### src/rtl/stoch_or_adder.sv
`timescale 1ns/1ps
module stoch_or_adder #(
  parameter int CNT_W = 8
) (
  input  logic             clk,
  input  logic             rst,
  input  logic             en,
  input  logic             in_a,
  input  logic             in_b,
  output logic             sum_out,
  output logic [CNT_W-1:0] pending,
  output logic             overflow
);
  localparam logic [CNT_W-1:0] CNT_MAX = {CNT_W{1'b1}};

  logic [CNT_W-1:0] debt_q;
  logic             lost_q;

  wire both_hi  = in_a & in_b;
  wire both_lo  = ~in_a & ~in_b;
  wire has_debt = |debt_q;
  wire full     = (debt_q == CNT_MAX);

  assign sum_out  = en & ~rst & (in_a | in_b | has_debt);
  assign pending  = debt_q;
  assign overflow = lost_q;

  always_ff @(posedge clk) begin
    if (rst) begin
      debt_q <= '0;
      lost_q <= 1'b0;
    end else if (en) begin
      if (both_hi) begin
        if (full) lost_q <= 1'b1;
        else      debt_q <= debt_q + 1'b1;
      end else if (both_lo && has_debt) begin
        debt_q <= debt_q - 1'b1;
      end
    end
  end
endmodule

### config.mk
export PLATFORM = sky130hd
export DESIGN_NAME = stoch_or_adder
export DESIGN_NICKNAME = d
export VERILOG_FILES = /design/src/rtl/stoch_or_adder.sv
export SDC_FILE = /design/constraint.sdc
export NUM_CORES = 1
export LEC_CHECK = 0
export BUFFER_PORTS_ARGS = -buffer_cell sky130_fd_sc_hd__buf_2
export CORE_MARGIN = 3
export CORE_UTILIZATION = 45
export DETAILED_ROUTE_END_ITERATION = 8
export PLACE_DENSITY = 0.68
export SLEW_MARGIN = 25
export SYNTH_ARGS = -nofsm -noshare
export SYNTH_HDL_FRONTEND = slang
export SYNTH_SLANG_ARGS = --single-unit
### constraint.sdc
create_clock -name clk -period 4.9 [get_ports clk]
set_clock_uncertainty 0.2 [all_clocks]
set_input_delay 0.735 -clock clk [delete_from_list [all_inputs] [get_ports clk]]
set_output_delay 0.735 -clock clk [all_outputs]
set_load 0.02 [all_outputs]
## After elaboration in Yosys (flattened, before gate mapping)

Index checks and enable logic that the tools add are counted.

| word-level totals | value |
|---|---|
| bits in registers | 9 |
| input bits | 5 |
| output and inout port bits | 10 |
| logic and storage cells | 23 |

| cells by class | value |
|---|---|
| add/sub/neg operators | 2 |
| eq/ne operators | 2 |
| muxes and demuxes | 3 |
| bitwise gates (word level) | 9 |
| reduce and logical (&&, ||, !) cells | 5 |

Operators with widths:

| kind | number |
|---|---|
| $mux W8 | 3 |
| $add A8 B1 Y8 const B | 1 |
| $eq A8 B8 Y1 const B | 1 |
| $reduce_or A8 Y1 | 1 |
| $sub A8 B1 Y8 const B | 1 |
| $reduce_and A3 Y1 | 2 |
| $and A1 B1 Y1 | 4 |
| $not A1 Y1 | 3 |
| $ne A2 B2 Y1 const B | 1 |
| $or A1 B1 Y1 | 2 |
| $reduce_bool A2 Y1 | 1 |
| $logic_and A1 B1 Y1 | 1 |

## Logic depth before layout (Yosys ltp)

Gate-level depths: netlist (run 1).

| depth | value |
|---|---|
| word-level depth | 5 |
| depth in mapped cells | 7 |

## Worst setup path before layout (run 1)

Ideal clock, no wire load.

| path | value |
|---|---|
| path type | in2reg |
| start point | in in_b |
| end point | reg debt_q[5] (netlist: pending[5]) |
| library setup time | 0.093 ns |
| arrival time | 2.394 ns |
| data required time | 4.607 ns |
| path slack | 2.212 ns |
| stages on the path | 7 |
| buffers on the path | 0 |
| cells stage by stage | nand2_1 > ha_1 > a21oi_1 > a21boi_0 > o21a_1 > or4b_2 > o311ai_2 |

| between the ends | value |
|---|---|
| cells in the longest elaborated chain, start to end | 5 |

Ends and longest elaborated chain:

| item | RTL line | text |
|---|---|---|
| from (decl) | 9 | `input logic in_b,` |
| $not A1 Y1 | 20 | `wire both_lo = ~in_a & ~in_b;` |
| $and A1 B1 Y1 | 20 |  |
| $logic_and A1 B1 Y1 | 36 | `end else if (both_lo && has_debt) begin` |
| $reduce_bool A2 Y1 (no line) | - |  |
| $reduce_and A3 Y1 (no line) | - |  |
| to (signal assigned) | 35 | `else debt_q <= debt_q + 1'b1;` |
| to (signal assigned) | 37 | `debt_q <= debt_q - 1'b1;` |
| to (decl) | 16 | `logic [CNT_W-1:0] debt_q;` |

Parallel ways exist; a longest one is shown, timed or not.
A chain may end at the register's enable or synchronous reset.

## Final worst setup path (run 1)

| path | value |
|---|---|
| start point | in in_a |
| end point | reg debt_q[7] (netlist: pending[7]) |

| between the ends | value |
|---|---|
| cells in the longest elaborated chain, start to end | 5 |

Ends and longest elaborated chain:

| item | RTL line | text |
|---|---|---|
| from (decl) | 8 | `input logic in_a,` |
| $not A1 Y1 | 20 |  |
| $and A1 B1 Y1 | 20 |  |
| $logic_and A1 B1 Y1 | 36 |  |
| $reduce_bool A2 Y1 (no line) | - |  |
| $reduce_and A3 Y1 (no line) | - |  |

Parallel ways exist; a longest one is shown, timed or not.

==> qor.yml, run 1 <==
wl_per_cell_um: 14.0
core-area_um2: 1370
gp_congestion: 0.981
fillCellCount: 126
cts.path.max_buffers: 2
netlist.area_leader.share_pct: 26.0
post-place-ws_ps: 1920
fp.dieH_um: 45.2
yosys-top-cells-area: "dfxtp_1 26%, ha_1 11%, a21oi_1 4.3%"
grt_pass1_wl_mm: 2.52
startpoint_type: "primary input"
yosys-top-cells-count: "9 x dfxtp_1, 8 x nor2_1, 6 x a21oi_1, 6 x ha_1, 6 x nand2_1"
ant_nets: 0
critPathArrivalTime_ps: 2680
synth_edf_count: 0
grt_overflow: 0
max_slew_margin_pct: 79.3
cts_tree: "done"
ioPinCount: 15
port-buffer-count: 14
status: "finished, final reports clean"
diodes: 0
cts_sinks: 9
power_density_nw_per_um2: 340
cts_setup_buffers: 0
die_w_um: 45.2
setup_violations: 0
synth_top_area_cell: "dfxtp_1"
r2r_cells: 6
cts_root_buffer: "clkbuf_4"
hold_class: "flop to flop"
finalWirelength_mm: 1.47
r2r-end: "pending[7]$_SDFFE_PP0P_"
hold_start: "overflow$_SDFFE_PP0P_"
worst_pin_slew_ps: 311
period_share_pct: 55.8
ys_seq_elements: 9
cap_violations: 0
grt_max_degree: 14
final_layout_size_suffix_gt1_share_pct: 30.0
hold_viol: 0
cts_buffers: 3
rrSetupSlack_ps: 2650
rr_startpoint: "pending[5]$_SDFFE_PP0P_"
drc: 0
hold_ws_ps: 296
drt_first_pass_iters: 4
synth_top_flop_cell: "dfxtp_1"
cp-startpoint: "in_a"
crit_required_ps: 4850
max_clock_freq_mhz: 366
h-tree-depth: 1
crit_slowest_cell: "ha_1"
finalNetCount: 103
synth_nets: 86
hpwlAfterDp_mm: 1.10
cts_resized: 0
crit_top_cell: "nand2_1"
timing.setup.tns_ps: 0
hold_path_end: "overflow$_SDFFE_PP0P_"
syn_avg_cell_area_um2: 9.35
dieArea_um2: 2040
rsz0062_at_grt: "no"
synthArstFlopShare_pct: 0
path_clk_slew_ps: 60
drv_slew: 0
antenna_found_initial: 0
insertion_delay_ps: 260
rows: 13
crit_type: "primary input to flop"
vias: 632
cts_hold_buf: 0
crit_path_end_kind: "flop"
period_needed_ps: 2740
syn-cell-area_um2: 692
netlist-cell-type-count: 33
gr-usage-all-layers_pct: 16.7
crit_chain: "buf_2, nand2_1, ha_1, a21oi_1, nand2_1, a221oi_1, mux2i_1, mux2_1"
start_util_pct: 50.6
ys.warnings.count: 0
drt_iter0_markers: 8
grt_pass1_vias: 558
worst_ir_drop_vdd_mv: 0.188
leakagePower_nw: 0.345
cp_slowest_stage_delay_ps: 420
ys_seq_area_share_pct: 26.0
fin_ws_ps: 2160
critPathMaxFanout: 7
syn2layout_area_growth_pct: 14.5
viasPerCell: 6.02
syn_inst: 74
worstHoldPathCells: 2
yosysMostFrequentCell: "dfxtp_1"
==> layer usage <==
metal / up-vias / GRT usage (%) / share of wire, %
li1: 313 / - / -
met1: 295 / 23.0 / 47
met2: 20 / 24.9 / 45
met3: 4 / 5.98 / 6.9
met4: 0 / 3.51 / 1.1
met5: - / 0 / 0
==> per-stage QoR <==
stage          util, %  total power, W  area [um^2]  instances
6_report          58.0        0.000270          792        105
5_1_grt           58.0        0.000291          792        105
4_1_cts           58.0        0.000273          792        105
3_5_place_dp      56.0        0.000213          766        101
3_3_place_gp      56.0        0.000210          766        101
2_1_floorplan        -        0.000188          692         74
==> sequential cells by signal, indices dropped and copies added, names as in the netlist <==
name	cells
overflow	1
pending	8
==> cells in the final DEF, fill, tap and decap left out, types with 2 or more instances in the layout <==
master	instances
ha_1	6
or4_4	2
clkbuf_4	3
a211oi_2	2
dfxtp_1	9
nand2_1	6
a41oi_1	2
nand3_1	5
a21oi_1	6
nor2_1	8
nand4_1	2
xnor2_1	3
buf_2	14
xor2_1	2
==> how the worst max path moves through the flow <==
| stage | endpoint | slack [ps] | depth (start not counted) |
|---|---|---|---|
| final | pending[7]$_SDFFE_PP0P_ | 2160 | 8 |
| after global routing | pending[7]$_SDFFE_PP0P_ | 2030 | 8 |
| after CTS | pending[5]$_SDFFE_PP0P_ | 2190 | 8 |
| after detailed placement | pending[7]$_SDFFE_PP0P_ | 1920 | 8 |
| after global placement | pending[5]$_SDFFE_PP0P_ | 1940 | 8 |
| after floorplan | pending[5]$_SDFFE_PP0P_ | 2210 | 7 |
==> where the power goes <==
part | internal, W | switching, W | total, W
combinational | 0.0000517 | 0.0000659 | 0.000118
sequential | 0.0000817 | 0.0000123 | 0.0000940
clock | 0.0000314 | 0.0000266 | 0.0000580
total | 0.000165 | 0.000105 | 0.000270
==> layout make-up <==
type | count | area (um^2) | share of cell area, %
Multi-Input combinational cell | 62 | 493 | 62.2
Sequential cell | 9 | 180 | 22.7
Timing Repair Buffer | 14 | 70.1 | 8.85
Clock buffer | 4 | 26.3 | 3.32
Tap cell | 15 | 18.8 | 2.37
Inverter | 1 | 3.75 | 0.474
==> cells by family after synthesis <==
logic type,after synthesis,share of synthesized area (%)
AO/OA/AOI/OAI,18,24.4
XOR/XNOR,5,6.33
adder cells (fa/ha/maj),7,13.7
buffers and inverters,3,2.71
flip-flops,9,26.0
multiplexers,2,3.07
AND/OR/NAND/NOR,30,23.7
==> critical path, delay by kind of cell <==
family	cells	cell delay, ps
compound gates	2	510
fa+ha+maj	1	420
buf+inv	1	130
mux	2	590
simple gates	2	300
No activity file was read; power rests on OpenSTA's default activity.
==> inputs of run 2 (changes only) <==
Clock period 4.9 ns to 2.6 ns, I/O delays scaled along.
==> run 2 against run 1 <==
Utilization up 1.6 points. Via count decreased by 2.5%. Final area up 2.8%. Wire length fell by 0.75%. Clock-buffer cell count unchanged. Final cell count increased by 2.9%. Setup slack worse by 1800 ps. Total power rose by 90%. Critical path type is now flop to primary output. Largest cell class unchanged.
==> qor.yml, run 2 (synthesis results as in run 1) <==
cts_tree: "done"
cts_resized: 0
cts_hold_buf: 0
grt_max_degree: 14
grt_overflow: 0
leakagePower_nw: 0.359
drt_first_pass_iters: 4
final_common_cell: "buf_2"
diodes: 0
hold_ws_ps: 261
insertion_delay_ps: 270
die_w_um: 45.2
gp_congestion: 0.878
period_needed_ps: 2260
hold_viol: 0
port-buffer-count: 14
largest_reg_flops: 8
finalWirelength_mm: 1.46
hpwlAfterDp_mm: 1.12
final_cell_area_um2: 815
ant_nets: 0
viasPerCell: 5.70
crit_slowest_cell: "or4_4"
max_clock_freq_mhz: 442
core-area_um2: 1370
cts.path.max_buffers: 2
final_layout_size_suffix_gt1_share_pct: 32.3
placed_area_um2: 788
h-tree-depth: 1
power.total_w: 0.000512
startpoint_type: "flop"
drv_slew: 0
drc: 0
cts_sinks: 9
status: "finished, final reports clean"
crit_path_end_kind: "primary output"
critPathArrivalTime_ps: 1670
worst-path-buf-inv: 1
fillCellCount: 132
crit_required_ps: 2010
ioPinCount: 15
period_share_pct: 87.0
cp_slowest_stage_delay_ps: 550
antenna_found_initial: 0
cts_buffers: 3
max_slew_margin_pct: 77.8
vias: 616
crit_family: "simple AND/OR/NAND/NOR gates"
gr-usage-all-layers_pct: 16.1
critPathMaxFanout: 5
syn2layout_area_growth_pct: 17.7
cap_violations: 0
cts_root_buffer: "clkbuf_4"
rows: 13
worst_ir_drop_vdd_mv: 0.319
path_clk_slew_ps: 60
grt_pass1_wl_mm: 2.31
start_util_pct: 50.6
rsz0062_at_grt: "no"
grt_pass1_vias: 515
cts_setup_buffers: 0
fp.dieH_um: 45.2
drt_iter0_markers: 11
setup_violations: 0
crit_type: "flop to primary output"
mostFrequentLayoutCells: "14 x buf_2, 9 x dfxtp_1, 8 x nor2_1"
finalNetCount: 106
dieArea_um2: 2040
timing.setup.tns_ps: 0
crit_chain: "or4_4, nor4_1, nor3b_1, buf_2"
wl_per_cell_um: 13.5
worst_pin_slew_ps: 333
hold_class: "primary input to flop"
power_density_nw_per_um2: 629
==> run 2: path summary, 6_finish.rpt <==
| kind | slack, ps | from | endpoint | cells after the start |
|---|---|---|---|---|
| worst min-delay path | 260 | rst | pending[0]$_SDFFE_PP0P_ | 2 |
| worst max register to register | 380 | pending[2]$_SDFFE_PP0P_ | pending[5]$_SDFFE_PP0P_ | 6 |
| worst max-delay path | 340 | pending[5]$_SDFFE_PP0P_ | sum_out | 4 |
| worst min register to register | 300 | overflow$_SDFFE_PP0P_ | overflow$_SDFFE_PP0P_ | 2 |
==> run 2: through the flow <==
step,utilization [%],worst slack [ps],cells
after floorplan,-,257,74
after global placement,57.7,95.9,104
after detailed placement,57.7,102,104
after CTS,59.6,323,108
after global routing,59.6,215,108
final,59.6,338,108
==> run 2: worst reg2reg max path, stage by stage, from the launching register on <==
cell	delay, ps
dfxtp_1	410
ha_1	300
a21oi_1	190
a21boi_0	110
o21a_1	190
or4b_2	640
o311ai_2	90
==> run 2: power by group <==
part	internal, W	total [W]	switching, W
combinational	0.000100	0.000223	0.000123
sequential	0.000154	0.000177	0.0000227
clock	0.0000594	0.000113	0.0000533
total	0.000314	0.000512	0.000199
==> run 2: cell type report <==
class	count	area [um^2]	share of cell area, %
clock buffer	4	26.3	3.23
inverter	1	3.75	0.461
multi-input combinational	62	493	60.5
sequential	9	180	22.1
tap	15	18.8	2.30
timing repair buffer	17	92.6	11.4
==> run 2: per-layer routing <==
metal / part of all wire [%] / up-vias / global-route usage, %
met5: 0 / - / 0
met4: 1.3 / 0 / 8.77
met3: 5.9 / 2 / 5.18
met2: 44 / 16 / 21.8
met1: 48 / 282 / 22.1
li1: - / 316 / -
